<file path="config.mk">
export PLATFORM = sky130hd
export DESIGN_NAME = spi_xfer_master
export DESIGN_NICKNAME = d
export VERILOG_FILES = /design/src/rtl/spi_xfer_pkg.sv /design/src/rtl/spi_xfer_clkdiv.sv /design/src/rtl/spi_xfer_shifter.sv /design/src/rtl/spi_xfer_ctrl.sv /design/src/rtl/spi_xfer_master.sv
export SDC_FILE = /design/constraint.sdc
export NUM_CORES = 1
export LEC_CHECK = 0
export BUFFER_PORTS_ARGS = -buffer_cell sky130_fd_sc_hd__buf_2
export CAP_MARGIN = 0
export CORE_MARGIN = 2
export CORE_UTILIZATION = 35
export DETAILED_ROUTE_END_ITERATION = 10
export SLEW_MARGIN = 20
export SYNTH_ARGS = -nofsm -noshare
export SYNTH_HDL_FRONTEND = slang
export SYNTH_HIERARCHICAL = 1
export SYNTH_SLANG_ARGS = --single-unit
</file>
<file path="constraint.sdc">
create_clock -name clk -period 1.9 [get_ports clk]
set_input_delay 0.38 -clock clk [delete_from_list [all_inputs] [get_ports clk]]
set_output_delay 0.38 -clock clk [all_outputs]
set_load 0.02 [all_outputs]
</file>
<file path="src/rtl/spi_xfer_pkg.sv">
package spi_xfer_pkg;

  typedef enum logic [2:0] {
    ST_IDLE,
    ST_SETUP,
    ST_RUN,
    ST_HOLD,
    ST_FIN
  } xfer_state_t;

  typedef struct packed {
    logic cpol;
    logic cpha;
    logic lsb_first;
  } xfer_cfg_t;

endpackage

</file>
<file path="src/rtl/spi_xfer_clkdiv.sv">
module spi_xfer_clkdiv #(
  parameter int HALF_CYC = 2
) (
  input  logic clk,
  input  logic rst_n,
  input  logic run,
  output logic tick
);
  localparam int CNT_W = (HALF_CYC > 1) ? $clog2(HALF_CYC) : 1;
  localparam logic [CNT_W-1:0] CNT_LAST = CNT_W'(HALF_CYC - 1);

  logic [CNT_W-1:0] cnt;

  assign tick = run && (cnt == CNT_LAST);

  always_ff @(posedge clk) begin
    if (!rst_n || !run) begin
      cnt <= '0;
    end else if (tick) begin
      cnt <= '0;
    end else begin
      cnt <= cnt + 1'b1;
    end
  end
endmodule

</file>
<file path="src/rtl/spi_xfer_shifter.sv">
module spi_xfer_shifter #(
  parameter int DATA_W = 8
) (
  input  logic              clk,
  input  logic              rst_n,
  input  logic              load,
  input  logic [DATA_W-1:0] load_word,
  input  logic              load_lsb,
  input  logic              sample_en,
  input  logic              shift_en,
  input  logic              miso,
  output logic              out_bit,
  output logic [DATA_W-1:0] word
);
  logic [DATA_W-1:0] sr;
  logic [DATA_W-1:0] sr_next;
  logic              lat;
  logic              lsb_q;

  // One register serves both directions: the outgoing end feeds mosi,
  // and the captured bit enters at the opposite end.
  always_comb begin
    if (lsb_q) begin
      sr_next = {lat, sr[DATA_W-1:1]};
    end else begin
      sr_next = {sr[DATA_W-2:0], lat};
    end
  end

  assign out_bit = lsb_q ? sr[0] : sr[DATA_W-1];
  assign word    = sr;

  always_ff @(posedge clk) begin
    if (!rst_n) begin
      sr    <= '0;
      lat   <= 1'b0;
      lsb_q <= 1'b0;
    end else if (load) begin
      sr    <= load_word;
      lsb_q <= load_lsb;
      lat   <= 1'b0;
    end else begin
      if (sample_en) lat <= miso;
      if (shift_en)  sr  <= sr_next;
    end
  end
endmodule

</file>
<file path="src/rtl/spi_xfer_ctrl.sv">
module spi_xfer_ctrl
  import spi_xfer_pkg::*;
#(
  parameter int DATA_W = 8
) (
  input  logic      clk,
  input  logic      rst_n,
  input  logic      start_req,
  input  xfer_cfg_t cfg_in,
  input  logic      tick,
  output logic      idle,
  output logic      div_run,
  output logic      load,
  output logic      sample_en,
  output logic      shift_en,
  output logic      capture,
  output logic      sclk,
  output logic      cs_n,
  output xfer_cfg_t cfg_q
);
  localparam int EDGES = 2 * DATA_W;
  localparam int EC_W  = $clog2(EDGES);
  localparam logic [EC_W-1:0] EDGE_LAST = EC_W'(EDGES - 1);

  xfer_state_t      state;
  logic [EC_W-1:0]  ec;
  logic             lead;
  logic             run_tick;
  logic             is_sample;

  assign idle      = (state == ST_IDLE);
  assign div_run   = !idle;
  assign load      = idle && start_req;
  assign capture   = (state == ST_FIN);
  assign lead      = !ec[0];
  assign run_tick  = (state == ST_RUN) && tick;
  // Sampling edge: leading edge for phase 0, trailing edge for phase 1.
  assign is_sample = lead ^ cfg_q.cpha;
  assign sample_en = run_tick && is_sample;
  // Change edges shift, except the very first leading edge of phase 1,
  // whose bit is already presented from load. Phase 1 owes one last
  // shift after its final trailing sample.
  assign shift_en  = (run_tick && !is_sample && !(lead && (ec == '0)))
                   || ((state == ST_HOLD) && tick && cfg_q.cpha);

  always_ff @(posedge clk) begin
    if (!rst_n) begin
      state <= ST_IDLE;
      sclk  <= 1'b0;
      cs_n  <= 1'b1;
      ec    <= '0;
      cfg_q <= '0;
    end else begin
      case (state)
        ST_IDLE: begin
          sclk <= cfg_in.cpol;
          if (start_req) begin
            cfg_q <= cfg_in;
            cs_n  <= 1'b0;
            ec    <= '0;
            state <= ST_SETUP;
          end
        end
        ST_SETUP: begin
          if (tick) state <= ST_RUN;
        end
        ST_RUN: begin
          if (tick) begin
            sclk <= !sclk;
            ec   <= ec + 1'b1;
            if (ec == EDGE_LAST) state <= ST_HOLD;
          end
        end
        ST_HOLD: begin
          if (tick) begin
            cs_n  <= 1'b1;
            state <= ST_FIN;
          end
        end
        ST_FIN: begin
          state <= ST_IDLE;
        end
        default: state <= ST_IDLE;
      endcase
    end
  end
endmodule

</file>
<file path="src/rtl/spi_xfer_master.sv">
module spi_xfer_master
  import spi_xfer_pkg::*;
#(
  parameter int DATA_W   = 8,
  parameter int HALF_CYC = 2
) (
  input  logic              clk,
  input  logic              rst_n,
  input  logic              cmd_valid,
  output logic              cmd_ready,
  input  logic [DATA_W-1:0] cmd_data,
  input  logic              cfg_cpol,
  input  logic              cfg_cpha,
  input  logic              cfg_lsb_first,
  output logic              rx_valid,
  output logic [DATA_W-1:0] rx_data,
  output logic              sclk,
  output logic              mosi,
  input  logic              miso,
  output logic              cs_n
);
  xfer_cfg_t         cfg_in;
  xfer_cfg_t         cfg_q;
  logic              tick;
  logic              div_run;
  logic              load;
  logic              sample_en;
  logic              shift_en;
  logic              capture;
  logic              out_bit;
  logic [DATA_W-1:0] word;
  logic              cur_cpol;
  logic              cur_cpha;

  assign cfg_in   = '{cpol: cfg_cpol, cpha: cfg_cpha, lsb_first: cfg_lsb_first};
  assign cur_cpol = cfg_q.cpol;
  assign cur_cpha = cfg_q.cpha;

  spi_xfer_clkdiv #(.HALF_CYC(HALF_CYC)) u_div (
    .clk   (clk),
    .rst_n (rst_n),
    .run   (div_run),
    .tick  (tick)
  );

  spi_xfer_ctrl #(.DATA_W(DATA_W)) u_ctrl (
    .clk       (clk),
    .rst_n     (rst_n),
    .start_req (cmd_valid),
    .cfg_in    (cfg_in),
    .tick      (tick),
    .idle      (cmd_ready),
    .div_run   (div_run),
    .load      (load),
    .sample_en (sample_en),
    .shift_en  (shift_en),
    .capture   (capture),
    .sclk      (sclk),
    .cs_n      (cs_n),
    .cfg_q     (cfg_q)
  );

  spi_xfer_shifter #(.DATA_W(DATA_W)) u_shift (
    .clk       (clk),
    .rst_n     (rst_n),
    .load      (load),
    .load_word (cmd_data),
    .load_lsb  (cfg_lsb_first),
    .sample_en (sample_en),
    .shift_en  (shift_en),
    .miso      (miso),
    .out_bit   (out_bit),
    .word      (word)
  );

  assign mosi = cs_n ? 1'b0 : out_bit;

  always_ff @(posedge clk) begin
    if (!rst_n) begin
      rx_valid <= 1'b0;
      rx_data  <= '0;
    end else begin
      rx_valid <= capture;
      if (capture) rx_data <= word;
    end
  end
endmodule

</file>
; ---- Yosys cells after proc, flatten, opt, wreduce, memory -nomap -nowiden
; Index checks and enable logic that the tools add are counted.
[word_totals]
register_bits = 30
latch_bits = 0
mem_bits_rw = 0
mem_bits_ro = 0
word_cells = 73
mem_count = 0
[op_classes]
addsub = 2
n_mul = 0
div_mod_pow = 0
n_lt_le_gt_ge = 0
n_eq_ne = 10
shift = 0
mux = 19
n_bitwise = 2
reduce_logical = 29
[op_table]
columns = operator, count
row1 = two-way mux 8 bit, 3
row2 = two-way mux 3 bit, 5
row3 = case mux 3 bit (4 select lines), 1
row4 = logical AND 1 bit, 9
row5 = two-way mux 4 bit, 2
row6 = case mux 4 bit (2 select lines), 1
row7 = equality test 3 x 2 -> 1 bit (second input constant), 2
row8 = zero test 1 bit, 6
row9 = inequality test 2 x 1 -> 1 bit (second input constant), 3
row10 = AND reduction 3 bit, 2
row11 = nonzero test 2 bit, 3
row12 = two-way mux 1 bit, 5
row13 = AND reduction 5 bit, 1
row14 = adder 4 x 1 -> 4 bit (second input constant), 1
row15 = equality test 4 bit (second input constant), 1
row16 = zero test 4 bit, 1
row17 = inequality test 2 bit (second input constant), 2
row18 = case mux 1 bit (2 select lines), 2
row19 = AND reduction 2 bit, 2
row20 = OR reduction 2 bit, 2
row21 = equality test 3 x 1 -> 1 bit (second input constant), 1
row22 = equality test 3 bit (second input constant), 1
row23 = zero test 3 bit, 1
row24 = logical OR 1 bit, 2
row25 = other kinds (3), 3

; ---- Depth between registers and ports, before layout
; Gate-level depths: netlist (run 1).
[depth]
ltp_word = 9
ltp_mapped = 9
depth_no_buf = 7

; ---- Cells and area by module
; Netlist (run 1), hierarchy kept.
[modules_own_cells]
columns = mod, instances, cells_per_inst, area_per_inst_um2, seq_area_each_um2
row1 = spi_xfer_ctrl, 1, 79, 669.4, 240.2
row2 = spi_xfer_shifter, 1, 54, 564.3, 200.2
row3 = spi_xfer_master, 1, 28, 335.3, 180.2
row4 = spi_xfer_clkdiv, 1, 3, 36.3, 20.0

; ---- Worst setup path after synthesis (run 1)
; OpenSTA, ideal clock, no wires.
[synth_path]
kind = register to register
from = reg u_ctrl.state[1]
to = reg u_shift.sr[0] (netlist: u_shift/word[0])
setup_time_ns = 0.133
arrival_ns = 1.854
required_ns = 1.767
setup_slack_ns = -0.087
stages_incl_launch_ff = 10
path_cell_list = dfxtp_1 buf_4 or3_1 and2_2 clkbuf_1 nand2_1 nor3_1 nand2b_1 buf_2 o221ai_1
[synth_between]
elab_chain_len = 8
[synth_rtl]
columns = element, line_no
row1 = start: declaration, spi_xfer_ctrl.sv:25  ; xfer_state_t state;
row2 = start signal: assignment, spi_xfer_ctrl.sv:48  ; state <= ST_IDLE;
row3 = start signal: assignment, spi_xfer_ctrl.sv:61  ; state <= ST_SETUP;
row4 = start signal: assignment, spi_xfer_ctrl.sv:65  ; if (tick) state <= ST_RUN;
row5 = zero test 3 bit *, spi_xfer_ctrl.sv:31  ; assign idle = (state == ST_IDLE);
row6 = zero test 1 bit *, spi_xfer_ctrl.sv:32  ; assign div_run = !idle;
row7 = via div_run, spi_xfer_master.sv:25  ; logic div_run;
row8 = logical AND 1 bit *, spi_xfer_clkdiv.sv:14  ; assign tick = run && (cnt == CNT_LAST);
row9 = via tick, spi_xfer_master.sv:24  ; logic tick;
row10 = logical AND 1 bit, spi_xfer_ctrl.sv:36  ; assign run_tick = (state == ST_RUN) && tick;
row11 = logical AND 1 bit (2 in series), spi_xfer_ctrl.sv:43  ; assign shift_en = (run_tick && !is_sample && !(lead && (ec == '0)))
row12 = logical OR 1 bit *, spi_xfer_ctrl.sv:44  ; || ((state == ST_HOLD) && tick && cfg_q.cpha);
row13 = via shift_en, spi_xfer_master.sv:28  ; logic shift_en;
row14 = nonzero test 2 bit (no source line) *, n/a
row15 = end signal: assignment, spi_xfer_shifter.sv:39  ; sr <= load_word;
row16 = end signal: assignment, spi_xfer_shifter.sv:44  ; if (shift_en) sr <= sr_next;
row17 = end: declaration, spi_xfer_shifter.sv:15  ; logic [DATA_W-1:0] sr;
; Mark *: on every way through the listed nets, which the timed path passes. The rest lies on a longest branch.
; A chain may end at the register's enable or synchronous reset.

; ---- Final worst setup path (run 1)
[layout_path]
from = reg u_ctrl.ec[1]
to = reg u_shift.sr[5] (netlist: u_shift/word[5])
[layout_between]
elab_chain_len = 6
[layout_rtl]
columns = element, line_no
row1 = start: declaration, spi_xfer_ctrl.sv:26  ; logic [EC_W-1:0] ec;
row2 = start signal: assignment, spi_xfer_ctrl.sv:70  ; ec <= ec + 1'b1;
row3 = zero test 4 bit, spi_xfer_ctrl.sv:43
row4 = logical AND 1 bit, spi_xfer_ctrl.sv:43
row5 = zero test 1 bit, spi_xfer_ctrl.sv:43
row6 = logical AND 1 bit, spi_xfer_ctrl.sv:43
row7 = logical OR 1 bit, spi_xfer_ctrl.sv:44
row8 = via shift_en, spi_xfer_master.sv:28
row9 = nonzero test 2 bit (no source line), n/a
; The timed path passes the listed nets, and every way through them passes these cells.

==> results of run 1 <==
[routing by layer]
metal,GRT usage (%),wire [um],vias up
li1,-,-,630
met1,18.2,1560,552
met2,21.7,1520,30
met3,5.63,210,7
met4,4.49,46,0
met5,0,0,-
[critical path, delay by kind of cell, from the launching register on]
family,cells,cell delay (ns)
compound gates,2,0.47
simple gates,3,0.71
buf+inv,1,0.06
flops,1,0.33
fa+ha+maj,1,0.12
[layout make-up]
type	instances	area [um2]
fill	424	2460
multi-input combinational	112	837
sequential	30	601
timing repair buffer	38	218
clock buffer	6	82.6
tap	52	65.1
inverter	5	18.8
clock inverter	2	12.5
[registers in the layout (all words and copies together) (netlist names)]
register / cells
rx_data: 8
u_ctrl/state: 3
u_shift/lsb_q: 1
u_ctrl/cfg_q: 1
u_ctrl/sclk: 1
u_ctrl/ec: 4
u_shift/word: 8
u_div/cnt: 1
rx_valid: 1
u_ctrl/cs_n: 1
u_shift/lat: 1
[power by group through the flow]
stage / combinational (mW) / sequential (mW) / clock (mW)
6_report: 0.169 / 0.674 / 0.541
5_1_grt: 0.187 / 0.677 / 0.590
4_1_cts: 0.170 / 0.674 / 0.561
3_5_place_dp: 0.169 / 0.688 / 0
3_3_place_gp: 0.168 / 0.688 / 0
2_1_floorplan: 0.124 / 0.686 / 0
[metrics by stage]
step | hold slack [ns] | area [um2] | setup slack, ns
5_1_grt | 0.338 | 1830 | -0.0159
3_5_place_dp | 0.487 | 1730 | 0.0355
4_1_cts | 0.324 | 1830 | 0.0196
3_3_place_gp | 0.484 | 1730 | 0.105
6_report | 0.335 | 1830 | 0.136
2_1_floorplan | 0.456 | 1540 | -0.00119
[how the worst max path moves through the flow]
stage | from | to | slack (ns) | cells past startpoint
after global routing | u_ctrl/ec[1]$_SDFFE_PN0P_ | u_shift/word[7]$_SDFFE_PN0P_ | -0.02 | 7
after global placement | u_ctrl/ec[0]$_SDFFE_PN0P_ | u_shift/word[5]$_SDFFE_PN0P_ | 0.10 | 7
after floorplan | u_ctrl/state[1]$_SDFFE_PN0P_ | u_ctrl/state[0]$_SDFFE_PN0P_ | -0.001 | 7
final | u_ctrl/ec[1]$_SDFFE_PN0P_ | u_shift/word[5]$_SDFFE_PN0P_ | 0.14 | 7
after detailed placement | u_ctrl/ec[1]$_SDFFE_PN0P_ | u_shift/word[5]$_SDFFE_PN0P_ | 0.04 | 7
after CTS | u_ctrl/ec[1]$_SDFFE_PN0P_ | u_shift/word[5]$_SDFFE_PN0P_ | 0.02 | 7
==> flow_summary.toml, run 1 <==
[sta]
clock_skew_ns = 0.00595
period_share_pct = 92.9
tns_ns = 0
timing.fmax_mhz = 567
period_needed_ns = 1.76
hold_viol = 0
slew_violations = 0
worst_slew_pin_slew_ns = 0.380
finalSetupViolCount = 0
max-slew-margin-rel_pct = 74.6

[cts]
htree_levels = 2
hold_buffers = 0
cts_root_buf = "clkbuf_8"
numClockSinks = 30
cts_setup_buffers = 0
cts_buffers = 5
clock_path_buffers = 2
path_clk_slew_ns = 0.07
cts_tree = "built"
ctsResizeCount = 0
clk_latency_ns = 0.28

[die]
start_util_pct = 35.8
die_area_um2 = 4940
core_um2 = 4290
die_h_um = 70.3
die_w_um = 70.3
rows = 24
ios = 28

[pwr]
leakagePower_nw = 0.721
p_switching_uw = 360
p_int_mw = 1.02
p_sw_share_pct = 26.0
ir_drop_mv = 0.445
total_power_mw = 1.38
power.share.clock_pct = 39.1
power_density_nw_per_um2 = 755
p_comb_share_pct = 12.2
p_seq_share_pct = 48.7

[critical_path]
reg2reg_from = "u_ctrl/ec[1]$_SDFFE_PN0P_"
cpPeakStageDelay_ns = 0.36
r2r_slack_ns = 0.14
worst_setup_path_start_kind = "register"
cp.required_ns = 2.10
worstSetupPathType = "reg -> reg"
cp_cell_sequence = "inv_1, ha_1, or3b_1, a221oi_2, nor3_2, nand2b_2, o221ai_1"
critPathCaptureType = "register"
arrival_ns = 1.96
cp_max_fo = 8
reg2regPathDepth = 7
r2r-end = "u_shift/word[5]$_SDFFE_PN0P_"
cpMaxStageDelayCell = "or3b_1"

[layout]
drive_above_1_share_pct = 28.5
final_core_util_pct = 42.7
n_antenna_cell = 0
fin_nets = 209
area_delta_synth_final_pct = 19.3
layout_commonest_cell = "dfxtp_1"
layout_common_cells = "dfxtp_1 (30), buf_2 (27), mux2i_1 (20)"
final-instance-count-excl-fill = 245

[placement]
dp_hpwl_mm = 2.35
place_inst = 237
gp_congestion = 0.781
port_buffers = 27

[drt]
dr_total_vias = 1219
drt-initial-drc-count = 64
drtAntennaViolNets = 0
wl_mm = 3.34
vias_per_cell = 4.98
dr.pass1.iters = 4
wire_per_inst_um = 13.6
drc_errors = 0

[global_route]
grt_overflow = 0
grt_pass1_wl_mm = 5.50
grt_max_degree = 17
grt_pass1_vias = 1150
antenna_found_initial = 0
track_usage_pct = 14.2

[worst_hold_path]
min_to = "u_shift/word[3]$_SDFFE_PN0P_"
whs_path_depth = 3
hp-start = "cmd_data[3]"
hold_class = "in -> reg"

[run_status]
status = "completed"

[logic_synthesis]
syn_area_um2 = 1540
avgSynthCellArea_um2 = 9.73
synth_fp_nets = 175
syn_inst = 158
yosys_warnings = 6

[flow_run]
maxCapViolCount = 0
Power figures use the tool's default switching activity.
==> run 2, diff against run 1 <==
Settings changed: BUFFER_PORTS_ARGS -buffer_cell sky130_fd_sc_hd__buf_2 to -buffer_cell sky130_fd_sc_hd__buf_4, PLACE_DENSITY set to 0.54.
==> run 2 against run 1 <==
Sequential share of layout area is 1.3 points lower. Global-route usage is 0.39 points higher. Sequential power barely moved. Worst hold slack about the same. Core utilization increased by 1.7 points. Fmax is 0.95% higher. Critical path type unchanged.
==> flow_summary.toml, run 2 (synthesized netlist as in run 1, its figures left out) <==
[drt]
dr.pass1.iters = 4
wire_per_inst_um = 13.9
vias_per_cell = 5.14
drc_errors = 0
drtAntennaViolNets = 0
drt-initial-drc-count = 55
wl_mm = 3.38
dr_total_vias = 1249

[flow_run]
maxCapViolCount = 0

[cts]
cts_root_buf = "clkbuf_8"
htree_levels = 2
cts_setup_buffers = 0
clock_path_buffers = 2
path_clk_slew_ns = 0.07
cts_buffers = 5
clk_latency_ns = 0.28
hold_buffers = 0
numClockSinks = 30
cts_tree = "built"

[sta]
hold_viol = 0
clock_skew_ns = 0.00727
timing.fmax_mhz = 572
grt_setup_unrepaired = "no"
slew_violations = 0
worst_slew_pin_slew_ns = 0.352
finalSetupViolCount = 0
period_share_pct = 92.0
period_needed_ns = 1.75
max-slew-margin-rel_pct = 76.5

[layout]
final_core_util_pct = 44.5
fin_nets = 207
n_antenna_cell = 0
drive_above_1_share_pct = 28.8
layout_commonest_cell = "buf_4"
nFillCells = 423
layout_common_cells = "buf_4 (36), dfxtp_1 (30), mux2i_1 (19)"
final-seq-area_um2 = 601
area_delta_synth_final_pct = 24.2
multi_input_area_um2 = 846

[die]
die_w_um = 70.3
die_h_um = 70.3
rows = 24
core_um2 = 4290
die_area_um2 = 4940
ios = 28
start_util_pct = 35.8

[critical_path]
worst_setup_path_start_kind = "register"
worstSetupPathType = "reg -> reg"
cp_cell_sequence = "inv_2, ha_1, or3b_1, a221oi_2, nor3_2, buf_4, nand3b_4, o221ai_1"
r2r_slack_ns = 0.15
path_buf_inv = 2
cp.required_ns = 2.06
r2r-end = "u_shift/word[4]$_SDFFE_PN0P_"
arrival_ns = 1.91
cpMaxStageDelayCell = "or3b_1"
reg2regPathDepth = 8
reg2reg_from = "u_ctrl/ec[0]$_SDFFE_PN0P_"
cpPeakStageDelay_ns = 0.36
crit_family = "simple AND/OR/NAND/NOR gates"
critPathCaptureType = "register"
cp_max_fo = 8

[run_status]
status = "completed"

[pwr]
ir_drop_mv = 0.314
leakagePower_nw = 0.740
power_density_nw_per_um2 = 778
total_power_mw = 1.48

[placement]
gp_congestion = 0.897
port_buffers = 27
dp_hpwl_mm = 2.41

[worst_hold_path]
hp-start = "cmd_data[2]"
min_to = "u_shift/word[2]$_SDFFE_PN0P_"
hold_class = "in -> reg"
whs_path_depth = 3

[global_route]
grt_pass1_wl_mm = 5.66
antenna_found_initial = 0
track_usage_pct = 14.6
grt_max_degree = 30
grt_pass1_vias = 1178
grt_overflow = 0
[run 2: cell types whose count changed in the layout (fill, tap and decap cells not counted), sizes merged]
cell | before | now
clkbuf | 6 | 5
bufinv | 0 | 1
clkinvlp | 1 | 0
buf | 38 | 36
clkinv | 1 | 2
[run 2: power by group]
part | internal [mW] | switching (mW) | leakage [nW]
Clock | 0.385 | 0.245 | 0.0579
Sequential | 0.652 | 0.0229 | 0.244
Combinational | 0.0919 | 0.0872 | 0.438
[run 2: what timing repair did]
action | CTS | global route
resized for setup | 0 | 5
endpoints found under the hold margin | 0 | 0
setup endpoints to repair | 0 | 9
[run 2: layer usage]
layer,wire [um],GRT usage [%]
met4,83,7.05
met3,136,4.76
met2,1660,23.2
met1,1500,17.6
met5,0,0
[run 2: how the worst max path moves through the flow]
| stage | cells after the start | slack [ns] | end | startpoint |
|---|---|---|---|---|
| 2_1_floorplan | 7 | -0.001 | u_ctrl/state[0]$_SDFFE_PN0P_ | u_ctrl/state[1]$_SDFFE_PN0P_ |
| 3_3_place_gp | 7 | 0.11 | u_shift/word[5]$_SDFFE_PN0P_ | u_ctrl/ec[0]$_SDFFE_PN0P_ |
| 3_5_place_dp | 7 | 0.05 | u_shift/word[3]$_SDFFE_PN0P_ | u_ctrl/ec[0]$_SDFFE_PN0P_ |
| 4_1_cts | 7 | 0.04 | u_shift/word[3]$_SDFFE_PN0P_ | u_ctrl/ec[0]$_SDFFE_PN0P_ |
| 5_1_grt | 8 | 0.03 | u_shift/word[5]$_SDFFE_PN0P_ | u_ctrl/ec[0]$_SDFFE_PN0P_ |
| 6_report | 8 | 0.15 | u_shift/word[4]$_SDFFE_PN0P_ | u_ctrl/ec[0]$_SDFFE_PN0P_ |
[run 2: through the flow]
step                      cells  hold WS (ns)   TNS, ns  area [um2]  worst slack (ns)
after floorplan             158         0.456  -0.00119        1540          -0.00119
after global placement      235         0.478         0        1780             0.113
after detailed placement    235         0.505         0        1780            0.0486
after CTS                   243         0.325         0        1890            0.0388
after global routing        243         0.339         0        1910            0.0270
final                       243         0.335         0        1910             0.152
[run 2: final cells by class]
type / instances / share of cell area, %
Clock buffer: 5 / 3.60
Sequential cell: 30 / 31.5
Clock inverter: 3 / 2.10
Tap cell: 52 / 3.41
Multi-Input combinational cell: 112 / 44.3
Timing Repair Buffer: 36 / 14.2
Inverter: 5 / 0.983
[run 2: worst register-to-register path: stages, from the launching register on]
cell and delay, ns:
dfxtp_1 0.35, inv_2 0.07, ha_1 0.12, or3b_1 0.36, a221oi_2 0.26, nor3_2 0.08, buf_4 0.14, nand3b_4 0.11
o221ai_1 0.14
